===== config.mk =====
export PLATFORM = sky130hd
export DESIGN_NAME = serial_frame_timer
export DESIGN_NICKNAME = d
export VERILOG_FILES = /design/src/rtl/sft_pkg.sv /design/src/rtl/sft_rst_sync.sv /design/src/rtl/sft_pos_counter.sv /design/src/rtl/sft_sync_gen.sv /design/src/rtl/serial_frame_timer.sv
export SDC_FILE = /design/constraint.sdc
export NUM_CORES = 1
export LEC_CHECK = 0
export BUFFER_PORTS_ARGS = -buffer_cell sky130_fd_sc_hd__buf_2
export CORE_MARGIN = 5
export CORE_UTILIZATION = 30
export DETAILED_ROUTE_END_ITERATION = 10
export HOLD_SLACK_MARGIN = 0.15
export SYNTH_ARGS = -nofsm -noshare
export SYNTH_HDL_FRONTEND = slang
export SYNTH_SLANG_ARGS = --single-unit

===== constraint.sdc =====
create_clock -name clk_bit -period 3.3 [get_ports clk_bit]
set_input_delay 0.66 -clock clk_bit [delete_from_list [all_inputs] [get_ports clk_bit]]
set_output_delay 0.66 -clock clk_bit [all_outputs]
set_load 0.02 [all_outputs]

===== src/rtl/sft_pkg.sv =====
package sft_pkg;

  localparam int unsigned DEF_TAG_BITS   = 16;
  localparam int unsigned DEF_DATA_BITS  = 20;
  localparam int unsigned DEF_DATA_SLOTS = 12;
  localparam int unsigned DEF_RST_STAGES = 2;

  function automatic int unsigned frame_clocks(int unsigned tag_bits,
                                               int unsigned data_bits,
                                               int unsigned data_slots);
    return tag_bits + data_bits * data_slots;
  endfunction

endpackage


===== src/rtl/sft_rst_sync.sv =====
module sft_rst_sync #(
  parameter int unsigned STAGES = 2
) (
  input  logic clk,
  input  logic rst_n,
  output logic rst_n_sync
);

  logic [STAGES-1:0] chain_q;

  always_ff @(posedge clk or negedge rst_n) begin
    if (!rst_n) begin
      chain_q <= '0;
    end else begin
      chain_q <= {chain_q[STAGES-2:0], 1'b1};
    end
  end

  assign rst_n_sync = chain_q[STAGES-1];

endmodule


===== src/rtl/sft_pos_counter.sv =====
module sft_pos_counter #(
  parameter int unsigned TAG_BITS   = 16,
  parameter int unsigned DATA_BITS  = 20,
  parameter int unsigned DATA_SLOTS = 12,
  parameter int unsigned SLOT_W     = 4,
  parameter int unsigned BIT_W      = 5
) (
  input  logic              clk,
  input  logic              rst_n,
  output logic [SLOT_W-1:0] slot_q,
  output logic [BIT_W-1:0]  bit_q,
  output logic              at_end,
  output logic              at_wrap
);

  localparam logic [BIT_W-1:0]  TAG_LAST  = BIT_W'(TAG_BITS - 1);
  localparam logic [BIT_W-1:0]  DATA_LAST = BIT_W'(DATA_BITS - 1);
  localparam logic [SLOT_W-1:0] SLOT_MAX  = SLOT_W'(DATA_SLOTS);

  logic [SLOT_W-1:0] slot_d;
  logic [BIT_W-1:0]  bit_d;
  logic [BIT_W-1:0]  last_bit;

  always_comb begin
    last_bit = (slot_q == '0) ? TAG_LAST : DATA_LAST;
    at_end   = (bit_q == last_bit);
    at_wrap  = at_end && (slot_q == SLOT_MAX);
    if (at_end) begin
      bit_d  = '0;
      slot_d = at_wrap ? '0 : slot_q + SLOT_W'(1);
    end else begin
      bit_d  = bit_q + BIT_W'(1);
      slot_d = slot_q;
    end
  end

  always_ff @(posedge clk or negedge rst_n) begin
    if (!rst_n) begin
      slot_q <= '0;
      bit_q  <= '0;
    end else begin
      slot_q <= slot_d;
      bit_q  <= bit_d;
    end
  end

endmodule


===== src/rtl/sft_sync_gen.sv =====
module sft_sync_gen #(
  parameter int unsigned TAG_BITS   = 16,
  parameter int unsigned DATA_BITS  = 20,
  parameter int unsigned DATA_SLOTS = 12,
  parameter int unsigned SLOT_W     = 4,
  parameter int unsigned BIT_W      = 5
) (
  input  logic              clk,
  input  logic              rst_n,
  input  logic [SLOT_W-1:0] slot_q,
  input  logic [BIT_W-1:0]  bit_q,
  output logic              sync_q
);

  localparam logic [SLOT_W-1:0] SLOT_MAX = SLOT_W'(DATA_SLOTS);
  localparam logic [BIT_W-1:0]  SET_BIT  = BIT_W'(DATA_BITS - 2);
  localparam logic [BIT_W-1:0]  CLR_BIT  = BIT_W'(TAG_BITS - 2);

  logic set_pt;
  logic clr_pt;
  logic sync_d;

  // Rise one clock ahead of slot 0; drop after the tag slot's second-to-last bit.
  always_comb begin
    set_pt = (slot_q == SLOT_MAX) && (bit_q == SET_BIT);
    clr_pt = (slot_q == '0) && (bit_q == CLR_BIT);
    if (set_pt) begin
      sync_d = 1'b1;
    end else if (clr_pt) begin
      sync_d = 1'b0;
    end else begin
      sync_d = sync_q;
    end
  end

  always_ff @(posedge clk or negedge rst_n) begin
    if (!rst_n) begin
      sync_q <= 1'b0;
    end else begin
      sync_q <= sync_d;
    end
  end

endmodule


===== src/rtl/serial_frame_timer.sv =====
module serial_frame_timer
  import sft_pkg::*;
#(
  parameter int unsigned TAG_BITS   = DEF_TAG_BITS,
  parameter int unsigned DATA_BITS  = DEF_DATA_BITS,
  parameter int unsigned DATA_SLOTS = DEF_DATA_SLOTS,
  parameter int unsigned RST_STAGES = DEF_RST_STAGES,
  localparam int unsigned SLOT_W    = $clog2(DATA_SLOTS + 1),
  localparam int unsigned BIT_W     = $clog2(DATA_BITS)
) (
  input  logic              clk_bit,
  input  logic              rst_n,
  output logic              sync_o,
  output logic [SLOT_W-1:0] slot_idx,
  output logic [BIT_W-1:0]  bit_idx,
  output logic              slot_last,
  output logic              frame_last
);

  logic rst_n_int;
  logic end_w;
  logic wrap_w;

  sft_rst_sync #(
    .STAGES (RST_STAGES)
  ) u_rst (
    .clk        (clk_bit),
    .rst_n      (rst_n),
    .rst_n_sync (rst_n_int)
  );

  sft_pos_counter #(
    .TAG_BITS   (TAG_BITS),
    .DATA_BITS  (DATA_BITS),
    .DATA_SLOTS (DATA_SLOTS),
    .SLOT_W     (SLOT_W),
    .BIT_W      (BIT_W)
  ) u_pos (
    .clk     (clk_bit),
    .rst_n   (rst_n_int),
    .slot_q  (slot_idx),
    .bit_q   (bit_idx),
    .at_end  (end_w),
    .at_wrap (wrap_w)
  );

  sft_sync_gen #(
    .TAG_BITS   (TAG_BITS),
    .DATA_BITS  (DATA_BITS),
    .DATA_SLOTS (DATA_SLOTS),
    .SLOT_W     (SLOT_W),
    .BIT_W      (BIT_W)
  ) u_sync (
    .clk    (clk_bit),
    .rst_n  (rst_n_int),
    .slot_q (slot_idx),
    .bit_q  (bit_idx),
    .sync_q (sync_o)
  );

  assign slot_last  = end_w;
  assign frame_last = wrap_w;

endmodule


-- Yosys cells after proc, flatten, opt, wreduce, memory -nomap -nowiden
Index checks and enable logic that the tools add are counted.
- register bits: 12
- input bits: 2
- logic and storage cells: 20
- add/sub/neg operators: 2
- eq/ne operators: 4
- multiplexer cells: 5
- reduce and logical (&&, ||, !) cells: 5
- operators by type and width (kind ; count):
    5-bit 2-to-1 mux ; 2
    5-bit by 1-bit adder with 5-bit output (second input constant) ; 1
    5-bit by 4-bit == test with 1-bit output (second input constant) ; 1
    5-bit == test ; 1
    5-bit == test (second input constant) ; 1
    4-bit by 1-bit adder with 4-bit output (second input constant) ; 1
    4-bit == test (second input constant) ; 1
    4-bit logical NOT ; 1
    4-bit 2-to-1 mux ; 1
    1-bit logical AND ; 3
    1-bit 2-to-1 mux ; 2
    2-bit nonzero test ; 1

-- Depth between registers and ports, before layout
- word-level depth: 5
- gate-level depth with buffers: 7

-- Hierarchy
From an unflattened synthesis, not the netlist that was laid out.
- cell total of the unflattened synthesis: 63
- area, all modules: 693.2 um^2
- modules (own cells, without submodules) (module ; instances ; seq. area each (um^2) ; cells each ; area each (um^2)):
    sft_pos_counter ; 1 ; 225.2 ; 53 ; 554.3
    sft_sync_gen ; 1 ; 25.0 ; 7 ; 85.1
    sft_rst_sync ; 1 ; 50.0 ; 3 ; 53.8

-- Worst setup path before layout
OpenSTA, ideal clock, no wires.
- kind: reg-to-output
- start point: register u_pos.slot_q[0]
- end point: output slot_last
- data arrival time: 1639 ps
- path slack: 1001 ps
- cell stages (with the launch flop): 7
- path buffers: 1
- required time: 2640 ps
- cells stage by stage: dfrtp_1 > inv_1 > ha_1 > nor3b_4 > mux2i_1 > and2_1 > buf_6
- longest elaborated chain between the ends: 3
- RTL lines (element ; line ; source):
    from (decl) ; sft_pos_counter.sv:10 ; output logic [SLOT_W-1:0] slot_q,
    from (signal assigned) ; sft_pos_counter.sv:42 ; slot_q <= slot_d;
    4-bit logical NOT ; sft_pos_counter.sv:25 ; last_bit = (slot_q == '0) ? TAG_LAST : DATA_LAST;
    5-bit 2-to-1 mux ; sft_pos_counter.sv:25 ;
    5-bit == test ; sft_pos_counter.sv:26 ; at_end = (bit_q == last_bit);
    to (decl) ; serial_frame_timer.sv:16 ; output logic slot_last,
Every way passes these cells.

-- Worst setup path in the final report
Ends and elaborated chain as after synthesis.

==> metrics.txt <==
commonest non-fill, non-tap cell in the layout buf_2; die area 3100 sq um; Via density 4.77; CTS buffer count 3; Sink Count 12; DRC 0; Synth Area in XOR/XNOR 1.40%; ANT nets after route 0; status finished clean; IO Pins 14; first-pass GRT wire length 2160 um; dpl cells 98; grt ovf 0; H-tree levels 1; Setup TNS Final 0 ps; maximum operating frequency 352 MHz; critical path capture point type primary output; cts hold-fix bufs 1; Netlist Area Pre-Place 627 sq um; Synth Area in Compound Gates 14.2%; register bit total from synthesis 12; dpl hpwl 919 um; Syn. warnings 0; Adder-Cell Fraction of Synth Area 7.98%; Critical Path Start Type flip-flop; Syn-to-layout area delta 20.6%; mux share of post-synthesis cell area 3.19%; Core ar. 1980 sq um; fin crit period 2840 ps; Hold Crit Class reg -> async; CTS Root Cell clkbuf_4; Vias 491; cell count after synthesis 60; Post-Place Setup Slack 751 ps; main combinational cell family by area after synthesis simple AND/OR/NAND/NOR gates; Tot GR Track Use 8.91%; critical path type reg -> out; Max FO, Critical Path 7; final-report max-slew violation count 0; Final period util 86.1%; pin count of the biggest net entering global routing 11; Mapped Nets 66; sequential share of the synthesized area 47.9%; Worst Path Arrival 2180 ps; clock skew 10.4 ps; Reg power frac 55.4%; Placer Congestion 0.825; Post-CTS Setup Bufs 0; Int Pwr 0.000216 W; Synth Area in Simple Gates 19.8%; post-route setup slack 457 ps; Diodes inserted 0; Sw Ratio 20.4%; RSZ-0062 raised after global routing no; clock share of power 43.9%; leakage power 0.349 nW; max cap viols 0; Site Rows 16; clock latency on the worst-skew pair 280 ps; layout cells sized above 1 26.3%; IO buf count 13; fin nets 83; Layout fillers 202; Fin. Hold Viols 0; Finish-stage setup viols 0; Power per Cell Area 360 nW/um^2; DRT Wirelength 1230 um; Finished Layout Cells 103; switching power 0.0000556 W; First-pass DRT Iterations 3; Clock Path Buffers 2; initial DRC count 10; Die X 55.7 um; commonest cells after routing, fill and taps aside buf_2 (13), dfrtp_1 (12), nor2_1 (6), o21ai_0 (6); CTS tree yes; CP required 2640 ps; initial antenna violation count 0; number of global-route vias before repair 470; Post-CTS Resized 0; Worst-path clk slew 80 ps; VDD IR-drop max 0.000210 V; initial core utilization 31.6%; Die Height 55.7 um; combinational share of power 0.7%; Mean Syn Cell Area 10.4 sq um; wire per inst 11.9 um; distinct cell type count after synthesis 25
## per-layer routing
metal,vias to the layer above,share of wire (%),GRT usage [%]
met5,-,0,0
met4,0,0,2.08
met3,0,6.3,4.18
met2,12,46,13.9
met1,237,47,11.1
li1,242,-,-
## critical path, cell delays in order (launching register included)
cell,delay (ps)
dfrtp_1,410
inv_1,120
ha_1,240
nor3b_4,280
mux2i_1,340
and2_1,300
buf_2,210
## logic make-up (layout without fill, tap and decap cells)
family	Yosys count	in the layout
AO/OA/AOI/OAI	14	14
XOR/XNOR	1	1
adder cells (fa/ha/maj)	4	4
AND/OR/NAND/NOR	20	20
flip-flops	12	12
buffers and inverters	6	22
other	1	1
multiplexers	2	2
## registers in the layout, indices dropped and copies added, names as in the netlist
signal         cells
u_pos.bit_q        5
u_rst.chain_q      2
u_sync.sync_q      1
u_pos.slot_q       4
## final timing paths
| kind | start | slack [ps] | depth (start not counted) | end |
|---|---|---|---|---|
| max | u_pos.slot_q[0] | 460 | 6 | slot_last |
| min | u_rst.chain_q[1] | 160 | 0 | u_pos.slot_q[1] |
| max reg2reg | u_pos.slot_q[0] | 1360 | 6 | u_pos.slot_q[0] |
| min reg2reg | u_rst.chain_q[1] | 160 | 0 | u_pos.slot_q[1] |
| max in group asynchronous | rst_n | 2520 | 2 | u_rst.chain_q[0] |
| min in group clk_bit | u_rst.chain_q[0] | 360 | 0 | u_rst.chain_q[1] |
## synthesized netlist by cell type
cell type	instances	share of area (%)
a21oi_1	2	1.6
a22o_2	1	1.6
a31o_1	1	1.4
a31oi_1	2	2.0
and2_1	1	1.0
and4bb_2	1	2.0
buf_2	1	0.80
buf_6	1	1.8
conb_1	1	0.60
dfrtp_1	12	48
ha_1	4	8.0
inv_1	4	2.4
mux2i_1	2	3.2
nand2_1	3	1.8
nand2b_1	2	2.0
nand3_1	2	1.6
nand3b_1	2	2.4
nor2_1	6	3.6
nor3b_4	1	3.0
o2111ai_1	1	1.4
o21ai_0	6	4.8
o41ai_1	1	1.4
or3_1	1	1.0
or3b_1	1	1.4
xor2_1	1	1.4
## per-stage QoR
stage | total power, W | util (%) | hold slack, ps | cell area [sq um]
after CTS | 0.000277 | 38.1 | 198 | 756
after global routing | 0.000287 | 38.1 | 214 | 756
after global placement | 0.000155 | 35.8 | 183 | 709
after detailed placement | 0.000155 | 35.8 | 192 | 709
final | 0.000272 | 38.1 | 162 | 756
after floorplan | 0.000153 | - | 121 | 627
## final cells by class
cell class                      count  area, sq um  share of cell area (%)
Sequential cell                    12          300                    39.7
Multi-Input combinational cell     42          295                    39.1
Timing Repair Buffer               14         75.1                    9.93
Clock buffer                        4         36.3                    4.80
Tap cell                           27         33.8                    4.47
Inverter                            4         15.0                    1.99
## power by group through the flow
stage	clock network (W)	registers, W	logic, W
after floorplan	0	0.000153	0.0000000986
after global placement	0	0.000154	0.000000916
after detailed placement	0	0.000154	0.000000946
after CTS	0.000124	0.000151	0.00000186
after global routing	0.000134	0.000151	0.00000213
final	0.000120	0.000151	0.00000183
Power figures use the tool's default switching activity.
